[src/rtl/acc_cpu_pkg.sv]
package acc_cpu_pkg;

    localparam int OPW = 4;

    typedef enum logic [1:0] {
        S_FETCH_ADDR,
        S_FETCH_INC,
        S_LOAD_IR,
        S_EXEC
    } state_e;

    typedef enum logic [3:0] {
        OP_NOP = 4'h0,
        OP_LDA = 4'h1,
        OP_ADD = 4'h2,
        OP_SUB = 4'h3,
        OP_OR  = 4'h4,
        OP_AND = 4'h5,
        OP_XOR = 4'h6,
        OP_INA = 4'h7,
        OP_OUT = 4'h8,
        OP_JMP = 4'h9,
        OP_JMZ = 4'hA,
        OP_STO = 4'hB
    } opcode_e;

    typedef enum logic [2:0] {
        FN_ADD,
        FN_SUBR,
        FN_BINC,
        FN_AND,
        FN_OR,
        FN_XOR
    } alu_fn_e;

    typedef enum logic [1:0] {
        BS_MEM,
        BS_IN,
        BS_PC,
        BS_MAR
    } bsel_e;

    typedef struct packed {
        alu_fn_e fn;
        logic    cin;
        bsel_e   bsel;
        logic    ld_pc;
        logic    ld_mar;
        logic    ld_ir;
        logic    ld_acc;
        logic    wr_mem;
        logic    ld_out;
    } ctl_t;

endpackage

[src/rtl/acc_cpu_alu.sv]
module acc_cpu_alu
    import acc_cpu_pkg::*;
#(
    parameter int W = 8
) (
    input  logic [W-1:0] a,
    input  logic [W-1:0] b,
    input  alu_fn_e      fn,
    input  logic         cin,
    output logic [W-1:0] y
);

    logic [W-1:0] cin_w;
    assign cin_w = W'(cin);

    always_comb begin
        unique case (fn)
            FN_ADD:  y = a + b + cin_w;
            FN_SUBR: y = b + ~a + cin_w;
            FN_BINC: y = b + cin_w;
            FN_AND:  y = a & b;
            FN_OR:   y = a | b;
            FN_XOR:  y = a ^ b;
            default: y = '0;
        endcase
    end

endmodule

[src/rtl/acc_cpu_ctrl.sv]
module acc_cpu_ctrl
    import acc_cpu_pkg::*;
(
    input  logic           clk,
    input  logic           rst,
    input  logic [OPW-1:0] opcode,
    input  logic           acc_zero,
    output state_e         state,
    output ctl_t           ctl
);

    state_e state_q;
    state_e state_d;

    always_ff @(posedge clk) begin
        if (rst) state_q <= S_FETCH_ADDR;
        else     state_q <= state_d;
    end

    assign state = state_q;

    // transitions: addr_to_inc, inc_to_load, load_to_exec, exec_to_fetch
    always_comb begin
        unique case (state_q)
            S_FETCH_ADDR: state_d = S_FETCH_INC;
            S_FETCH_INC:  state_d = S_LOAD_IR;
            S_LOAD_IR:    state_d = S_EXEC;
            S_EXEC:       state_d = S_FETCH_ADDR;
            default:      state_d = S_FETCH_ADDR;
        endcase
    end

    always_comb begin
        ctl        = '0;
        ctl.fn     = FN_BINC;
        ctl.bsel   = BS_MEM;
        unique case (state_q)
            S_FETCH_ADDR: begin
                ctl.bsel   = BS_PC;
                ctl.ld_mar = 1'b1;
            end
            S_FETCH_INC: begin
                ctl.bsel  = BS_PC;
                ctl.cin   = 1'b1;
                ctl.ld_pc = 1'b1;
            end
            S_LOAD_IR: begin
                ctl.bsel   = BS_MEM;
                ctl.ld_ir  = 1'b1;
                ctl.ld_mar = 1'b1;
            end
            S_EXEC: begin
                case (opcode_e'(opcode))
                    OP_LDA: ctl.ld_acc = 1'b1;
                    OP_ADD: begin
                        ctl.fn     = FN_ADD;
                        ctl.ld_acc = 1'b1;
                    end
                    OP_SUB: begin
                        ctl.fn     = FN_SUBR;
                        ctl.cin    = 1'b1;
                        ctl.ld_acc = 1'b1;
                    end
                    OP_OR: begin
                        ctl.fn     = FN_OR;
                        ctl.ld_acc = 1'b1;
                    end
                    OP_AND: begin
                        ctl.fn     = FN_AND;
                        ctl.ld_acc = 1'b1;
                    end
                    OP_XOR: begin
                        ctl.fn     = FN_XOR;
                        ctl.ld_acc = 1'b1;
                    end
                    OP_INA: begin
                        ctl.bsel   = BS_IN;
                        ctl.ld_acc = 1'b1;
                    end
                    OP_OUT: ctl.ld_out = 1'b1;
                    OP_JMP: begin
                        ctl.bsel  = BS_MAR;
                        ctl.ld_pc = 1'b1;
                    end
                    OP_JMZ: begin
                        ctl.bsel  = BS_MAR;
                        ctl.ld_pc = acc_zero;
                    end
                    OP_STO: ctl.wr_mem = 1'b1;
                    default: ;
                endcase
            end
            default: ;
        endcase
    end

endmodule

[src/rtl/acc_cpu.sv]
module acc_cpu
    import acc_cpu_pkg::*;
#(
    parameter int DW = 8
) (
    input  logic                clk,
    input  logic                rst,
    output logic [DW-OPW-1:0]   mem_addr,
    input  logic [DW-1:0]       mem_rdata,
    output logic [DW-1:0]       mem_wdata,
    output logic                mem_we,
    input  logic [DW-1:0]       in_data,
    output logic [DW-1:0]       out_data,
    output logic                out_strobe
);

    localparam int AW = DW - OPW;

    logic [AW-1:0]  pc_q;
    logic [AW-1:0]  mar_q;
    logic [OPW-1:0] ir_q;
    logic [DW-1:0]  acc_q;
    logic [DW-1:0]  out_q;
    logic           strobe_q;
    logic [DW-1:0]  alu_b;
    logic [DW-1:0]  alu_y;
    state_e         cur_state;
    ctl_t           ctl;

    acc_cpu_ctrl u_ctrl (
        .clk      (clk),
        .rst      (rst),
        .opcode   (ir_q),
        .acc_zero (acc_q == '0),
        .state    (cur_state),
        .ctl      (ctl)
    );

    always_comb begin
        unique case (ctl.bsel)
            BS_MEM:  alu_b = mem_rdata;
            BS_IN:   alu_b = in_data;
            BS_PC:   alu_b = {{OPW{1'b0}}, pc_q};
            BS_MAR:  alu_b = {{OPW{1'b0}}, mar_q};
            default: alu_b = '0;
        endcase
    end

    acc_cpu_alu #(.W(DW)) u_alu (
        .a   (acc_q),
        .b   (alu_b),
        .fn  (ctl.fn),
        .cin (ctl.cin),
        .y   (alu_y)
    );

    always_ff @(posedge clk) begin
        if (rst) begin
            pc_q     <= '0;
            mar_q    <= '0;
            ir_q     <= '0;
            acc_q    <= '0;
            out_q    <= '0;
            strobe_q <= 1'b0;
        end else begin
            if (ctl.ld_pc)  pc_q  <= alu_y[AW-1:0];
            if (ctl.ld_mar) mar_q <= alu_y[AW-1:0];
            if (ctl.ld_ir)  ir_q  <= alu_y[DW-1:AW];
            if (ctl.ld_acc) acc_q <= alu_y;
            if (ctl.ld_out) out_q <= acc_q;
            strobe_q <= ctl.ld_out;
        end
    end

    assign mem_addr   = mar_q;
    assign mem_wdata  = acc_q;
    assign mem_we     = ctl.wr_mem;
    assign out_data   = out_q;
    assign out_strobe = strobe_q;

endmodule

[config.mk]
export PLATFORM = sky130hd
export DESIGN_NAME = acc_cpu
export DESIGN_NICKNAME = d
export VERILOG_FILES = /design/src/rtl/acc_cpu_pkg.sv /design/src/rtl/acc_cpu_alu.sv /design/src/rtl/acc_cpu_ctrl.sv /design/src/rtl/acc_cpu.sv
export SDC_FILE = /design/constraint.sdc
export NUM_CORES = 1
export LEC_CHECK = 0
export BUFFER_PORTS_ARGS = -buffer_cell sky130_fd_sc_hd__buf_2
export CAP_MARGIN = 20
export CORE_UTILIZATION = 40
export DETAILED_ROUTE_END_ITERATION = 8
export PLACE_DENSITY = 0.73
export SYNTH_ARGS = -nofsm -noshare
export SYNTH_HDL_FRONTEND = slang
export SYNTH_HIERARCHICAL = 1
export SYNTH_SLANG_ARGS = --single-unit
export TNS_END_PERCENT = 30
[constraint.sdc]
create_clock -name clk -period 3.64 [get_ports clk]
set_clock_uncertainty 0.05 [all_clocks]
set_input_delay 0.728 -clock clk [delete_from_list [all_inputs] [get_ports clk]]
set_output_delay 0.728 -clock clk [all_outputs]
set_load 0.03 [all_outputs]
# --- Yosys cells after proc, flatten, opt, wreduce, memory -nomap -nowiden ---
# Index checks and enable logic that the tools add are counted.
totals:
  ff_bits: 31
  wordCells: 63
classes:
  n_addsub: 5
  n_eq_ne: 22
  n_mux: 17
  n_bitwise: 4
  n_reduce_logical: 8
op_table:
  columns: ["operator", "n"]
  rows:
  - ["$pmux 8 s6", 1]
  - ["$pmux 8 s4", 1]
  - ["$add 8x1->8", 3]
  - ["$add 8x8->8", 2]
  - ["$eq 4x3->1 const B", 4]
  - ["$eq 4x4->1 const B", 4]
  - ["$pmux 3 s5", 1]
  - ["$and 8x8->8", 1]
  - ["$eq 2x2->1 const B", 4]
  - ["$eq 4x2->1 const B", 2]
  - ["$logic_not 8->1", 1]
  - ["$not 8->8", 1]
  - ["$or 8x8->8", 1]
  - ["$pmux 2 s4", 1]
  - ["$xor 8x8->8", 1]
  - ["$reduce_or 7->1", 1]
  - ["$eq 3x2->1 const B", 2]
  - ["$eq 3x3->1 const B", 2]
  - ["$mux 1", 6]
  - ["$mux 3", 2]
  - ["$pmux 1 s2", 3]
  - ["$pmux 2 s3", 1]
  - ["$reduce_or 2->1", 3]
  - ["$eq 2x1->1 const B", 2]
  - ["5 further kinds", 6]

# --- Logic depth before layout (Yosys ltp) ---
# Gate-level depths: netlist of run 1.
depth:
  depth_word: 9
  ltp_mapped: 17

# --- By module ---
# The synthesis of run 1 kept the hierarchy.
by_module_without_submodules:
  columns: ["mod", "instances", "cells_each", "area_each_um2", "seq_area_each_um2"]
  rows:
  - ["acc_cpu_alu", 1, 171, 1242.4, 0.0]
  - ["acc_cpu", 1, 111, 1186.1, 580.6]
  - ["acc_cpu_ctrl", 1, 35, 277.8, 40.0]

# --- Least setup slack after synthesis of run 1 ---
# No wires, ideal clock.
synth_timing:
  kind: "register to register"
  start: "reg u_ctrl.state_q[0], in the netlist u_ctrl/state[0]"
  end: "reg acc_q[6], in the netlist mem_wdata[6]"
  arrival_time_ns: 3.336
  required_time_ns: 3.525
  path_slack_ns: 0.189
  stages_incl_launch_ff: 16
  n_path_buf: 1
  synth_period_minus_slack_ns: 3.451
  cell_sequence: "dfxtp_1 > ha_1 > nand3b_1 > o2bb2ai_1 > buf_6 > mux4_2 > fa_1 > fa_1 > nand2b_1 > a21oi_1 > o211ai_1 > nand4_1 > o31a_1 > nand2_1 > mux2i_1 > nor2_1"
synth_rtl:
  columns: ["element", "line_no", "rtl"]
  rows:
  - ["start: declaration", "acc_cpu_ctrl.sv:12", "state_e state_q;"]
  - ["start signal: assignment", "acc_cpu_ctrl.sv:17", "else state_q <= state_d;"]
  - ["end signal: assignment", "acc_cpu.sv:69", "if (ctl.ld_acc) acc_q <= alu_y;"]
  - ["end: declaration", "acc_cpu.sv:22", "logic [DW-1:0] acc_q;"]

==> results.tsv, run 1 <==
metric	value	unit
synth-edff-count	0	
worstMarginPinSlew	1.05	ns
syn_to_final_growth	18.7	%
hold_viol	0	
clkLatencyLatePin	0.28	ns
drive_gt1_frac	0.258	
gp_congestion	0.934	
htreeDepth	2	
ys_seq_elements	31	
ys.flop_type	dfxtp_1	
layout_common_cells	nor2_1 (41), buf_2 (39), mux2i_1 (34)	
cts_tree	built	
maxCapViolCount	0	
cts_buffers	5	
worstSetupPathType	register to register	
synth_nets	370	
place_area	3000	um2
slew_headroom	0.301	
clk_root_buffer_cell	clkbuf_8	
cts_buffer_depth	2	
final_area	3210	um2
grt_pass1_wl	11.4	mm
p_leak	1.36	nW
pin_count	40	
grt_usage	0.204	
cp_slowest_cell	fa_1	
powerDensity	441	nW/um2
synth_area	2710	um2
end_kind	register	
critical_path_buf_inv_count	2	
clk_pin_slew	0.07	ns
cpMostUsedCell	a21oi_1	
clkSinkCount	31	
core_area	6420	um2
status	complete, but fails checks	
syn_inst	317	
ant_nets	0	
firstDrtPassIters	8	
drt-initial-drc-count	253	
hold_path.class	register to register	
dp_hpwl	5.43	mm
nets	416	
vdd_ir_drop_max	392	uV
slew_violations	0	
synth_cell_types	56	
worstPathArrival	3.56	ns
cts.hold.buffers_added	0	
numPortBuffers	39	
viasPerCell	5.54	
seq_area_frac_synth	0.229	
vias	2442	
drt_wl_total	7.14	mm
power	0.00142	W
final_common_cell	nor2_1	
setup_viol_count_final	0	
die_y	84.3	um
synth_area_per_cell	8.54	um2
min_period	3.46	ns
critical_path.top_delay_family	adder cells	
max_stage_delay	0.39	ns
wl_per_cell	16.2	um
failed_checks	DRC	
num_rows	29	
grt_max_degree	32	
min_period_over_period	0.952	
crit_fanout	5	
cp-start-kind	register	
grt_pass1_vias	2370	
drc	4	
yosys_warnings	6	
crit_chain	ha_4 > nand3b_1 > buf_4 > o22ai_2 > mux4_2 > inv_1 > fa_2 > fa_1 > and2b_1 > o21ai_0 > a21oi_1 > a21oi_1 > xnor2_1 > o21ai_2 > mux2i_1 > nor2_1	
dieArea	7100	um2
insertedDiodeCount	0	
die_w	84.3	um
max_freq	0.289	GHz
crit_required	3.74	ns
async_reset_ff_frac	0	
antenna_found_initial	0	
grt-ovfl-total	0	
start_util	0.421	
[logic make-up (layout without fill, tap and decap cells)]
| group | count (synthesis) | count (layout) | synth area share |
|---|---|---|---|
| mux | 40 | 40 | 0.169 |
| xor+xnor | 13 | 13 | 0.0421 |
| fa+ha+maj | 35 | 35 | 0.173 |
| compound gates | 55 | 55 | 0.138 |
| flops | 31 | 31 | 0.229 |
| buf+inv | 44 | 91 | 0.0726 |
| simple gates | 99 | 99 | 0.176 |
[power by group]
part | internal (W) | switching [W]
logic | 0.000292 | 0.000380
registers | 0.000369 | 0.0000253
clock network | 0.000221 | 0.000128
total | 0.000882 | 0.000534
[worst paths after layout]
check                                     start            to  slack [ns]  cells past startpoint
worst max-delay path            u_ctrl/state[0]  mem_wdata[4]        0.18                     16
worst min-delay path                out_data[1]   out_data[1]        0.44                      2
worst max register to register  u_ctrl/state[0]  mem_wdata[4]        0.18                     16
worst min register to register      out_data[1]   out_data[1]        0.44                      2
[cell type report]
cell class | instances | area [um2]
fillers | 601 | 3210
multi-input cells | 242 | 1950
flip-flops and latches | 31 | 626
repair buffers | 57 | 330
inverters | 26 | 97.6
well taps | 77 | 96.3
clock buffers | 6 | 82.6
clock inverters | 2 | 35.0
[metrics by stage]
stage                     hold slack, ns  utilization  instances  TNS [ns]  setup slack (ns)
after floorplan                    0.405            -        317         0             0.189
after CTS                          0.449        0.485        436         0            0.0146
after global routing               0.486        0.500        441  -0.00596          -0.00358
final                              0.445        0.500        441         0             0.176
after global placement             0.418        0.467        428         0             0.157
after detailed placement           0.432        0.467        428         0            0.0434
[timing repair]
action / in CTS / in global routing
resized for setup: 0 / 16
buffers inserted: 0 / 5
setup endpoints to repair: 0 / 15
[worst register-to-register path: cells and delay by family, from the launching register on]
kind	cells	cell delay [ns]
buffers and inverters	2	0.28
and+or+nand+nor	3	0.43
muxes	2	0.45
adders and majority gates	3	0.95
DFF	1	0.37
xor gates and xnor gates	1	0.23
AOI/OAI and AO/OA	5	0.57
[registers in the layout, summed over array words and instances (netlist names)]
name and flops:
pc_q 4, out_strobe 1, ir_q 4, mem_addr 4, u_ctrl/state 2, out_data 8
mem_wdata 8
[routing by layer]
metal	vias up	track usage	routed length, um
met5	-	0	0
met4	0	0.0690	230
met3	19	0.0403	401
met2	96	0.348	3350
met1	1145	0.257	3160
li1	1182	-	-
[synth_stat cells, drive strengths merged (2+ instances only)]
library cell   n  area share
clkbuf         7      0.0097
a211oi         3       0.010
o21bai         2      0.0055
ha            31        0.14
or2            2      0.0046
nor2b         11       0.025
nor3           6       0.011
nand4          2      0.0046
dfxtp         31        0.23
buf           11       0.027
mux2i         34        0.13
or4            2      0.0055
mux4           4       0.033
and2           3      0.0069
a21oi          8       0.016
nand3b         2      0.0069
nand2         15       0.021
and3           2      0.0046
o22a           2      0.0065
xor2           2      0.0065
fa             4       0.030
xnor2         11       0.036
o21ai         21       0.040
nand3          5      0.0092
a222oi         3       0.011
a32oi          2      0.0065
nor2          42       0.059
nand2b         3      0.0069
a31oi          4      0.0092
inv           26       0.036
mux2           2      0.0097
Note: power is estimated with default switching activity, not from simulation.
==> run 2: changes to the inputs <==
--- a/config.mk
+++ b/config.mk
@@ -9,7 +9,6 @@
 export CAP_MARGIN = 20
 export CORE_UTILIZATION = 40
 export DETAILED_ROUTE_END_ITERATION = 8
-export PLACE_DENSITY = 0.73
 export SYNTH_ARGS = -nofsm -noshare
 export SYNTH_HDL_FRONTEND = slang
 export SYNTH_HIERARCHICAL = 1
==> run 2 against run 1 <==
Against the previous run: the flow still finishes with violations (DRC); combinational power rose by 3.6%; power fell by 1.4%; clock-buffer cell count rose by 1; first-iteration DRC count fell by 37%; sequential share of layout area fell by 0.15 points; critical path type unchanged; critical endpoint is now mem_wdata[6]; highest routed layer unchanged.
==> results.tsv, run 2 (synthesis results as in run 1) <==
metric	value	unit
holdWs	0.442	ns
post-place-cells	433	
cpMostUsedCell	fa_2	
p_comb_frac	0.498	
layout_common_cells	nor2_1 (41), buf_2 (39), mux2i_1 (34)	
die_w	84.3	um
worstMarginPinSlew	0.981	ns
drt_wl_total	7.23	mm
vias	2383	
powerDensity	428	nW/um2
grt_pass1_vias	2312	
viasPerCell	5.36	
gp_congestion	0.923	
hold_viol	0	
clkLatencyLatePin	0.29	ns
insertedDiodeCount	0	
nets	420	
numPortBuffers	39	
pin_count	40	
drc	6	
core_area	6420	um2
hold_path.class	register to register	
drive_gt1_frac	0.269	
vdd_ir_drop_max	355	uV
cts_buffers	5	
syn_to_final_growth	20.6	%
firstDrtPassIters	6	
dp_hpwl	5.41	mm
antenna_found_initial	0	
nFillCells	614	
setup_viol_count_final	0	
switchingPower	0.000549	W
worstPathArrival	3.61	ns
drt-initial-drc-count	159	
crit_chain	ha_4 > nand3b_1 > o2bb2ai_4 > mux4_2 > fa_2 > fa_2 > nand2b_1 > a21oi_2 > o211ai_1 > nand4_1 > a32oi_1 > nand2_1 > mux2i_1 > nor2_1	
wl_per_cell	16.2	um
ant_nets	0	
worstSetupPathType	register to register	
final-instance-count-excl-fill	445	
grt_pass1_wl	11.6	mm
p_sw_frac	0.393	
rsz0062_at_grt	true	
clk_pin_slew	0.07	ns
power.internal	0.000848	W
final_common_cell	nor2_1	
cts_tree	built	
num_rows	29	
seq_area	631	um2
cp-start-kind	register	
critical_path_buf_inv_count	0	
min_period_over_period	0.963	
dieArea	7100	um2
fin_tns_setup	0	ns
die_y	84.3	um
crit_fanout	4	
critical_path.top_delay_family	adder cells	
cts_buffer_depth	2	
p_leak	1.39	nW
maxCapViolCount	0	
max_stage_delay	0.58	ns
htreeDepth	2	
cp_slowest_cell	mux4_2	
multi_input_area	1970	um2
end_kind	register	
status	complete, but fails checks	
min_period	3.51	ns
p_clk_frac	0.218	
grt_max_degree	33	
crit_required	3.74	ns
failed_checks	DRC	
start_util	0.421	
slew_violations	0	
pwr-share-seq	0.283	
clk_root_buffer_cell	clkbuf_8	
clkSinkCount	31	
grt-ovfl-total	0	
grt_usage	0.207	
max_freq	0.285	GHz
slew_headroom	0.344	
[run 2: cell types whose count changed in the layout (fill, tap and decap cells not counted), sizes merged]
cell,previous run,this run
bufinv,1,0
clkinv,1,0
clkinvlp,0,1
clkbuf,6,7
buf,57,61
[run 2: worst reg2reg max path: cells and delay by family, from the launching register on]
kind / cells / cell delay (ns)
compound gates: 4 / 0.73
flops: 1 / 0.37
fa+ha+maj: 3 / 0.90
mux: 2 / 0.72
simple gates: 5 / 0.60
[run 2: per-stage QoR]
stage	utilization	instance area [um2]	power (W)	worst slack, ns
after floorplan	-	2710	0.000875	0.189
after global placement	0.472	3030	0.00102	0.0603
after detailed placement	0.472	3030	0.00102	-0.0130
after CTS	0.490	3140	0.00133	0.0128
after global routing	0.508	3260	0.00148	-0.0462
final	0.508	3260	0.00140	0.133
[run 2: final timing paths]
path | slack [ns] | end | cells after the start | startpoint
hold / removal | 0.44 | pc_q[3] | 2 | pc_q[3]
setup reg to reg | 0.13 | mem_wdata[6] | 14 | u_ctrl/state[1]
setup / recovery | 0.13 | mem_wdata[6] | 14 | u_ctrl/state[1]
hold reg to reg | 0.44 | pc_q[3] | 2 | pc_q[3]
[run 2: power by group through the flow]
| stage | registers [W] | logic [W] | clock network, W |
|---|---|---|---|
| after floorplan | 0.000414 | 0.000461 | 0 |
| after global placement | 0.000396 | 0.000626 | 0 |
| after detailed placement | 0.000395 | 0.000630 | 0 |
| after CTS | 0.000387 | 0.000635 | 0.000310 |
| after global routing | 0.000398 | 0.000762 | 0.000324 |
| final | 0.000396 | 0.000696 | 0.000305 |
[run 2: final cells by class]
type / instances / share of cell area
flip-flops and latches: 31 / 0.193
repair buffers: 61 / 0.113
clock inverters: 1 / 0.00230
inverters: 26 / 0.0299
well taps: 77 / 0.0295
clock buffers: 7 / 0.0295
multi-input cells: 242 / 0.603
[run 2: timing repair]
action | in CTS | in global routing
hold buffers | 0 | 0
setup endpoints to repair | 2 | 14
pin swaps | 0 | 15
gates resized for setup | 1 | 22
setup buffers | 0 | 4
[run 2: layer usage]
layer / vias up / global-route usage / share of wire
met5: - / 0 / 0
met4: 0 / 0.0721 / 0.019
met3: 12 / 0.0354 / 0.055
met2: 65 / 0.332 / 0.45
met1: 1115 / 0.282 / 0.48
li1: 1191 / - / -
==> run 3: changes to the inputs <==
--- a/config.mk
+++ b/config.mk
@@ -7,7 +7,7 @@
 export LEC_CHECK = 0
 export BUFFER_PORTS_ARGS = -buffer_cell sky130_fd_sc_hd__buf_2
 export CAP_MARGIN = 20
-export CORE_UTILIZATION = 40
+export CORE_UTILIZATION = 32
 export DETAILED_ROUTE_END_ITERATION = 8
 export SYNTH_ARGS = -nofsm -noshare
 export SYNTH_HDL_FRONTEND = slang
==> run 3 against run 2 <==
Against the previous run: the flow now finishes without violations; final cell count up 4.7%; clock power grew 16%; sequential share of layout area increased by 0.11 points; register-to-register slack better by 0.02 ns.
==> results.tsv, run 3 (synthesis results as in run 1) <==
metric	value	unit
status	complete, no violations	
end_kind	register	
worstMarginPinSlew	1.05	ns
die_w	94.0	um
p_leak	1.35	nW
grt_usage	0.173	
htreeDepth	2	
grt-ovfl-total	0	
fin_tns_setup	0	ns
setup_viol_count_final	0	
grt_max_degree	32	
num_rows	33	
cts_tree	built	
met2WireLength	3.32	mm
clkLatencyLatePin	0.28	ns
max_freq	0.287	GHz
pin_count	40	
p_clk_frac	0.254	
worstSetupPathType	register to register	
wl_met3	428	um
hold_path.class	register to register	
holdPathStages	2	
pwr-share-seq	0.280	
drive_gt1_frac	0.241	
drc	0	
layout_common_cells	nor2_1 (41), buf_2 (39), mux2i_1 (34)	
cp-start-kind	register	
die_y	94.0	um
final_util	0.391	
cts_buffer_depth	2	
crit_chain	nand2_1 > nor3b_2 > o2bb2ai_2 > buf_4 > mux4_2 > inv_1 > ha_1 > nor2b_1 > o21ai_1 > a31oi_1 > o311ai_2 > xnor2_1 > o21ai_1 > mux2i_1 > nor2_1	
core_area	8220	um2
crit_required	3.74	ns
dieArea	8830	um2
worstPathArrival	3.58	ns
syn_to_final_growth	18.7	%
cp-startpoint	ir_q[0]	
clkSinkCount	31	
vdd_ir_drop_max	329	uV
clk_root_buffer_cell	clkbuf_8	
maxCapViolCount	0	
cpMostUsedCell	o21ai_1	
nets	413	
final_common_cell	nor2_1	
switchingPower	0.000526	W
p_comb_frac	0.465	
crit_fanout	8	
cts_buffers	5	
min_period	3.48	ns
gp_congestion	0.903	
antenna_found_initial	0	
start_util	0.329	
drt_wl_total	7.23	mm
rsz0062_at_grt	true	
grt_pass1_wl	11.8	mm
numPortBuffers	39	
slew_headroom	0.294	
holdCritStartpoint	pc_q[3]	
p_sw_frac	0.379	
wl_met1	3.33	mm
wl_per_cell	15.5	um
grt_pass1_vias	2367	
min_period_over_period	0.957	
max_stage_delay	0.64	ns
vias	2368	
regToRegSetupSlack	0.16	ns
r2r_cells	15	
ant_nets	0	
slew_violations	0	
nFillCells	839	
viasPerCell	5.08	
hold_viol	0	
firstDrtPassIters	4	
powerDensity	432	nW/um2
power.internal	0.000863	W
r2r_start	ir_q[0]	
insertedDiodeCount	0	
routed.top_layer	met4	
dp_hpwl	5.62	mm
cp_slowest_cell	mux4_2	
r2r-end	ir_q[3]	
clk_pin_slew	0.07	ns
drt-initial-drc-count	185	
min_to	pc_q[3]	
==> run 3: timing repair <==
| action | 4_1_cts | 5_1_grt |
|---|---|---|
| gates cloned | 0 | 0 |
| hold buffers | 0 | 0 |
| gates resized for setup | 1 | 10 |
| endpoints found under the setup margin | 2 | 16 |
| pin swaps | 0 | 1 |
| buffers inserted | 0 | 1 |
==> run 3: metal layers <==
metal / GRT usage / vias up
met3: 0.0364 / 10
met5: 0 / -
met2: 0.279 / 66
met1: 0.228 / 1102
li1: - / 1190
met4: 0.0590 / 0
==> run 3: worst max-delay path: cells and delay by family, from the launching register on <==
kind            cells  cell delay, ns
flops               1            0.39
buf+inv             2            0.39
fa+ha+maj           1            0.28
simple gates        4            0.55
xor+xnor            1            0.18
compound gates      5            0.71
mux                 2            0.79
==> run 3: worst max path at each step <==
stage	end	cells past startpoint
floorplan	mem_wdata[6]	15
global placement	mem_wdata[6]	14
detailed placement	ir_q[2]	14
CTS	ir_q[2]	14
global route	mem_wdata[7]	15
finish	ir_q[3]	15
==> run 3: power by group through the flow <==
stage	clock network [W]	registers [W]	logic [W]
after floorplan	0	0.000414	0.000461
after global placement	0	0.000394	0.000611
after detailed placement	0	0.000396	0.000623
after CTS	0.000357	0.000388	0.000627
after global routing	0.000371	0.000393	0.000719
final	0.000353	0.000389	0.000646
==> run 3: area by class of cell <==
class	count	area, um2	area share
clock buffers	6	82.6	0.0257
clock inverters	2	35.0	0.0109
inverters	26	97.6	0.0304
multi-input cells	242	1920	0.598
flip-flops and latches	31	624	0.194
well taps	105	131	0.0409
repair buffers	54	320	0.0997
==> run 3: stage by stage <==
step,cell area [um2],worst slack (ns),total power (W),hold slack [ns],cells
2_1_floorplan,2710,0.189,0.000875,0.405,317
3_3_place_gp,3050,0.133,0.00101,0.418,457
4_1_cts,3170,0.0267,0.00137,0.444,465
3_5_place_dp,3050,0.0196,0.00102,0.425,457
5_1_grt,3210,-0.0452,0.00148,0.464,466
6_report,3210,0.157,0.00139,0.439,466
